==> config.mk <==
export PLATFORM = sky130hd
export DESIGN_NAME = conv_bus_ctrl
export DESIGN_NICKNAME = d
export VERILOG_FILES = /design/src/rtl/cbc_pkg.sv /design/src/rtl/cbc_sync.sv /design/src/rtl/cbc_cmd_ctrl.sv /design/src/rtl/cbc_read_path.sv /design/src/rtl/conv_bus_ctrl.sv
export SDC_FILE = /design/constraint.sdc
export NUM_CORES = 1
export LEC_CHECK = 0
export ABC_AREA = 1
export BUFFER_PORTS_ARGS = -buffer_cell sky130_fd_sc_hd__buf_2
export CAP_MARGIN = 5
export CORE_MARGIN = 5
export CORE_UTILIZATION = 55
export DETAILED_ROUTE_END_ITERATION = 12
export PLACE_DENSITY = 0.78
export SYNTH_ARGS = -nofsm -noshare
export SYNTH_HDL_FRONTEND = slang
export SYNTH_HIERARCHICAL = 1
export SYNTH_SLANG_ARGS = --single-unit
==> constraint.sdc <==
create_clock -name clk -period 3.1 [get_ports clk]
set_clock_uncertainty 0.15 [all_clocks]
set_input_delay 0.155 -clock clk [delete_from_list [all_inputs] [get_ports clk]]
set_output_delay 0.155 -clock clk [all_outputs]
set_load 0.1 [all_outputs]
==> src/rtl/cbc_pkg.sv <==
package cbc_pkg;

   // Bus control lines bundled so they can share one synchronizer.
   typedef struct packed {
      logic ce;
      logic cs_n;
      logic rc;
      logic a0;
      logic word;
   } bus_pins_t;

   localparam int BUS_PINS_W = $bits(bus_pins_t);

endpackage

==> src/rtl/cbc_sync.sv <==
module cbc_sync #(
   parameter int STAGES = 2,
   parameter int W      = 1
) (
   input  logic         clk,
   input  logic         rst_n,
   input  logic [W-1:0] din,
   output logic [W-1:0] dout
);

   if (STAGES < 0) begin : g_bad_stages
      $error("cbc_sync: STAGES must be zero or positive");
   end
   if (W < 1) begin : g_bad_width
      $error("cbc_sync: W must be at least one");
   end

   if (STAGES == 0) begin : g_bypass
      assign dout = din;
   end else begin : g_chain
      logic [W-1:0] chain [STAGES];

      always_ff @(posedge clk or negedge rst_n) begin
         if (!rst_n) begin
            for (int k = 0; k < STAGES; k++) chain[k] <= '0;
         end else begin
            chain[0] <= din;
            for (int k = 1; k < STAGES; k++) chain[k] <= chain[k-1];
         end
      end

      assign dout = chain[STAGES-1];
   end

endmodule

==> src/rtl/cbc_cmd_ctrl.sv <==
module cbc_cmd_ctrl #(
   parameter int RES_W   = 12,
   parameter int SHORT_W = 8
) (
   input  logic             clk,
   input  logic             rst_n,
   input  logic             qual,
   input  logic             rc,
   input  logic             a0,
   input  logic             seq_done,
   input  logic [RES_W-1:0] seq_result,
   output logic             conv_start,
   output logic             conv_short,
   output logic             busy,
   output logic [RES_W-1:0] hold
);

   localparam int DROP_W = RES_W - SHORT_W;

   if (SHORT_W < 1 || SHORT_W >= RES_W) begin : g_bad_short
      $error("cbc_cmd_ctrl: SHORT_W must lie between 1 and RES_W-1");
   end

   function automatic logic [RES_W-1:0] keep_mask();
      logic [RES_W-1:0] m;
      for (int i = 0; i < RES_W; i++) m[i] = (i >= DROP_W);
      return m;
   endfunction

   localparam logic [RES_W-1:0] SHORT_KEEP = keep_mask();

   logic             cvt_lvl, cvt_lvl_d, cvt_edge, accept, retire;
   logic             start_q, short_q, busy_q;
   logic [RES_W-1:0] hold_q;

   assign cvt_lvl  = qual & ~rc;
   assign cvt_edge = cvt_lvl & ~cvt_lvl_d;
   assign accept   = cvt_edge & ~busy_q;
   assign retire   = busy_q & seq_done;

   always_ff @(posedge clk or negedge rst_n) begin
      if (!rst_n) begin
         cvt_lvl_d <= 1'b0;
         start_q   <= 1'b0;
         short_q   <= 1'b0;
         busy_q    <= 1'b0;
         hold_q    <= '0;
      end else begin
         cvt_lvl_d <= cvt_lvl;
         start_q   <= accept;
         if (accept) short_q <= a0;
         if (accept)      busy_q <= 1'b1;
         else if (retire) busy_q <= 1'b0;
         if (retire) hold_q <= short_q ? (seq_result & SHORT_KEEP) : seq_result;
      end
   end

   assign conv_start = start_q;
   assign conv_short = short_q;
   assign busy       = busy_q;
   assign hold       = hold_q;

   // a start pulse coincides with busy rising from low
   assert_start_raises_busy_R2: assert property (@(posedge clk) disable iff (!rst_n)
      start_q |-> (busy_q && !$past(busy_q)));

   // busy only drops after the sequencer reported completion
   assert_busy_release_R3: assert property (@(posedge clk) disable iff (!rst_n)
      $fell(busy_q) |-> $past(seq_done));

endmodule

==> src/rtl/cbc_read_path.sv <==
module cbc_read_path #(
   parameter int RES_W  = 12,
   parameter int BYTE_W = 8
) (
   input  logic             clk,
   input  logic             rst_n,
   input  logic             qual,
   input  logic             rc,
   input  logic             a0,
   input  logic             word,
   input  logic             busy,
   input  logic [RES_W-1:0] hold,
   output logic [RES_W-1:0] data_out,
   output logic             oe_msb,
   output logic             oe_lsb
);

   localparam int LSB_W = RES_W - BYTE_W;
   localparam int PAD_W = BYTE_W - LSB_W;

   if (LSB_W < 1 || LSB_W > BYTE_W) begin : g_bad_split
      $error("cbc_read_path: RES_W must exceed BYTE_W and be at most twice it");
   end

   logic [RES_W-1:0] msb_word, lsb_word;

   // Left-justified byte images on lanes RES_W-1 .. LSB_W
   assign msb_word = {hold[RES_W-1 -: BYTE_W], {LSB_W{1'b0}}};

   if (PAD_W > 0) begin : g_pad
      assign lsb_word = {hold[LSB_W-1:0], {PAD_W{1'b0}}, {LSB_W{1'b0}}};
   end else begin : g_nopad
      assign lsb_word = {hold[LSB_W-1:0], {LSB_W{1'b0}}};
   end

   logic             rd_lvl, rd_on, sel_q, sel_now;
   logic             oe_msb_q, oe_lsb_q;
   logic [RES_W-1:0] data_q;

   assign rd_lvl  = qual & rc & ~busy;
   assign sel_now = rd_on ? sel_q : a0;

   always_ff @(posedge clk or negedge rst_n) begin
      if (!rst_n) begin
         rd_on    <= 1'b0;
         sel_q    <= 1'b0;
         oe_msb_q <= 1'b0;
         oe_lsb_q <= 1'b0;
         data_q   <= '0;
      end else begin
         rd_on    <= rd_lvl;
         sel_q    <= sel_now;
         oe_msb_q <= rd_lvl & (word | ~sel_now);
         oe_lsb_q <= rd_lvl & (word | sel_now);
         if (!rd_lvl)     data_q <= '0;
         else if (word)   data_q <= hold;
         else if (sel_now) data_q <= lsb_word;
         else             data_q <= msb_word;
      end
   end

   assign data_out = data_q;
   assign oe_msb   = oe_msb_q;
   assign oe_lsb   = oe_lsb_q;

   // no driver enabled while a conversion runs
   assert_oe_off_busy_R5: assert property (@(posedge clk) disable iff (!rst_n)
      busy |-> !(oe_msb_q || oe_lsb_q));

   // both enables together only when the strap selected word format
   assert_byte_exclusive_R7: assert property (@(posedge clk) disable iff (!rst_n)
      (oe_msb_q && oe_lsb_q) |-> $past(word));

   // a byte read never switches lanes without going idle first
   assert_lane_hold_R9: assert property (@(posedge clk) disable iff (!rst_n)
      (oe_msb_q ^ oe_lsb_q) |=> (!(oe_msb_q ^ oe_lsb_q) || (oe_msb_q == $past(oe_msb_q))));

endmodule

==> src/rtl/conv_bus_ctrl.sv <==
module conv_bus_ctrl #(
   parameter int RES_W       = 12,
   parameter int BYTE_W      = 8,
   parameter int SYNC_STAGES = 2
) (
   input  logic             clk,
   input  logic             rst_n,
   input  logic             chip_en,
   input  logic             chip_sel_n,
   input  logic             rd_cvt,
   input  logic             addr_lo,
   input  logic             word_mode,
   input  logic             seq_done,
   input  logic [RES_W-1:0] seq_result,
   output logic             conv_start,
   output logic             conv_short,
   output logic             busy,
   output logic [RES_W-1:0] data_out,
   output logic             oe_msb,
   output logic             oe_lsb
);
   import cbc_pkg::*;

   bus_pins_t        pins_raw, pins_s;
   logic             qual;
   logic [RES_W-1:0] hold;

   always_comb begin
      pins_raw.ce   = chip_en;
      pins_raw.cs_n = chip_sel_n;
      pins_raw.rc   = rd_cvt;
      pins_raw.a0   = addr_lo;
      pins_raw.word = word_mode;
   end

   cbc_sync #(.STAGES(SYNC_STAGES), .W(BUS_PINS_W)) u_sync (
      .clk  (clk),
      .rst_n(rst_n),
      .din  (pins_raw),
      .dout (pins_s)
   );

   assign qual = pins_s.ce & ~pins_s.cs_n;

   cbc_cmd_ctrl #(.RES_W(RES_W), .SHORT_W(BYTE_W)) u_cmd (
      .clk       (clk),
      .rst_n     (rst_n),
      .qual      (qual),
      .rc        (pins_s.rc),
      .a0        (pins_s.a0),
      .seq_done  (seq_done),
      .seq_result(seq_result),
      .conv_start(conv_start),
      .conv_short(conv_short),
      .busy      (busy),
      .hold      (hold)
   );

   cbc_read_path #(.RES_W(RES_W), .BYTE_W(BYTE_W)) u_rd (
      .clk     (clk),
      .rst_n   (rst_n),
      .qual    (qual),
      .rc      (pins_s.rc),
      .a0      (pins_s.a0),
      .word    (pins_s.word),
      .busy    (busy),
      .hold    (hold),
      .data_out(data_out),
      .oe_msb  (oe_msb),
      .oe_lsb  (oe_lsb)
   );

endmodule

==> run summary <==
Critical-path cell list: buf_2
Vias/cell: 4.749
First-pass GRT wire length: 4.574 mm
Die Ht: 62.62 um
DR iter-0 viols: 39
Worst-path clk slew: 0.10 ns
Starting density of the core: 56.19%
CTS H-Tree Depth: 2
Crit path kind: reg2out
R2r startpoint: u_sync/dout[3]
Boundary Pins: 37
Area growth syn-to-layout: 25.88%
Switching Share: 31.60%
Final setup violation count: 0
Net switching power: 352.3 uW
Die W: 62.62 um
Slew at the pin closest to its max-slew limit: 0.8590 ns
Largest net degree at the start of global routing: 43
Final Hold Vio Count: 0
Status: finished, final reports clean
Grt ovf: 0
Layout cells sized above 1: 26.00%
Worst path bufs/invs: 1
Routed Antenna Nets: 0
TritonRoute pass-1 iters: 4
Clk network pwr share: 21.5%
Int Pwr: 762.6 uW
Vias in the first global route: 1038
Fmax: 614.5 MHz
Setup TNS: 0 ns
Synthesized instance count: 145
Slew Limit Fails: 0
Root buffer cell: clkbuf_4
Clk sink count: 42
Top cell type's share of synthesized area: 69.02%
Buffers on Ports: 36
Post-CTS setup buffer count: 0
CTS buffer count: 5
LEAKAGE: 1.064 nW
CTS tree: yes
PostCTS Resize Cnt: 0
Initial antenna violation count: 0
Critical path's slowest cell: dfrtp_1
Non-filler instance count after layout: 231
Fillers: 211
Critical path data arrival time: 1.32 ns
Data required, critical path: 2.79 ns
Top delay family on crit path: flip-flops
Max Root-Sink Buffers: 2
Synth warn: 6
Most frequent cells after synthesis: nand2_1 (43), dfrtp_1 (42), inv_1 (15), nor2_1 (14)
Cell accounting for the most synthesized area: dfrtp_1
Crit path capture: busy
Cell depth of the worst setup path: 1
Worst setup path start: u_cmd/busy
Max VDD drop: 0.5130 mV
Routed WL: 2.692 mm
Hold Path Class: reg2reg
Antenna cells: 0
Critical Path End Type: output pin
Hold Slack: 0.2093 ns
Final RePlAce weighted congestion: 0.7587
Library cells used by synthesis: 16
PwrDens: 581.7 nW/um^2
Max cap viols: 0
Internal reg-to-reg setup slack: 1.85 ns
Pwr Total: 1.115 mW
Comb power frac: 20.8%
Gr usage total: 15.14%
Placed insts: 205
Main synth FF type: dfrtp_1
Min Clock Period, post-route: 1.627 ns
Core Rows: 19
Die area: 3921 um^2
Finished Core Util: 70.73%
Critical path fanouts, max: 5
CP Launch Type: register
RSZ-0062 raised after global routing: false
DP HPWL: 1.787 mm
Top area cells in the synthesized netlist: dfrtp_1 (69%), nand2_1 (11%), inv_1 (3.7%), nor2_1 (3.5%), buf_4 (2.5%)
Rel. slew slack: 42.73%
FFs w/ async S/R, synth: 100.0%
Synthesized flop and latch total: 42
Seq pwr share: 57.6%
Vias after detailed routing: 1097
R2r endpoint: u_rd/data_out[1]
Most numerous cell in the Yosys netlist: nand2_1
WL/cell: 11.65 um
Post-synthesis cell area: 1523 um^2
EDFF count, synth: 0
Delay of the slowest critical-path stage: 0.50 ns
DRC viols: 0
Tcrit/Tclk final: 52.49%
Syn Nets: 165
Worst skew pair latency: 0.34 ns
FF-to-FF path depth: 5
NumNets Final: 220
Average cell area after synthesis: 10.50 um^2
Register area share after synthesis: 69.02%
Area of the core: 2710 um^2
stage by stage:
| step | setup WS (ns) | instance area (um^2) |
|---|---|---|
| after floorplan | 1.360 | 1523 |
| after global placement | 1.873 | 1682 |
| after detailed placement | 1.849 | 1682 |
| after CTS | 1.454 | 1917 |
| after global routing | 1.412 | 1917 |
| final | 1.473 | 1917 |
final cells by class:
cell class,instances,area (um^2),area share [%]
flip-flops and latches,42,1051,54.83
repair buffers,55,370.4,19.32
inverters,17,63.81,3.329
multi-input cells,79,347.8,18.15
clock buffers,7,45.04,2.350
well taps,31,38.79,2.023
cell usage in the layout (no fill, tap or decap):
master	n
a21oi_1	4
buf_2	36
clkbuf_1	2
clkbuf_4	5
dfrtp_1	42
dlygate4sd3_1	19
inv_1	15
inv_2	2
nand2_1	43
nand2_2	5
nand2_4	1
nand3_1	5
nor2_1	14
nor2_2	1
nor2_4	1
o21ai_0	3
o21ai_1	1
o21ai_2	1
power groups by stage:
stage	clock network, mW	logic, mW	registers [mW]
floorplan	0	0.0922	0.722
global placement	0	0.207	0.650
CTS	0.245	0.231	0.643
global route	0.270	0.255	0.649
detailed placement	0	0.212	0.654
finish	0.240	0.232	0.642
per-layer routing:
| layer | up-vias | share of wire [%] | track usage (%) |
|---|---|---|---|
| met3 | 5 | 8.7 | 6.295 |
| met1 | 507 | 39 | 16.69 |
| met5 | - | 0 | 0 |
| met4 | 0 | 1.6 | 6.366 |
| met2 | 45 | 51 | 25.52 |
| li1 | 540 | - | - |
state kept, by name, indices dropped and copies added, names as in the netlist:
signal and count:
u_cmd/busy 1, u_cmd/conv_short 1, u_cmd/conv_start 1, u_cmd/cvt_lvl_d 1, u_cmd/hold 12, u_rd/data_out 12, u_rd/oe_lsb 1, u_rd/oe_msb 1
u_rd/rd_on 1, u_rd/sel_q 1, u_sync/dout 5, u_sync/g_chain.chain 5
what timing repair did:
item                                   4_1_cts  5_1_grt
setup endpoints to repair                    0        0
hold buffers                                19        0
endpoints found under the hold margin       60        0
how the worst min path moves through the flow:
stage                                 start  depth (start not counted)                       to
floorplan                             rst_n                          0               u_cmd/busy
global placement                     rd_cvt                          1  u_sync/g_chain.chain[7]
detailed placement               chip_sel_n                          1  u_sync/g_chain.chain[8]
CTS                 u_sync/g_chain.chain[6]                          0           u_sync/dout[1]
global route        u_sync/g_chain.chain[9]                          0           u_sync/dout[4]
finish              u_sync/g_chain.chain[7]                          0           u_sync/dout[2]
logic make-up after synthesis:
kind of cell / share of synthesized area (%)
flip-flops: 69.02
AO/OA/AOI/OAI: 3.204
buffers and inverters: 8.135
AND/OR/NAND/NOR: 19.64
No activity file was read; power rests on OpenSTA's default activity.
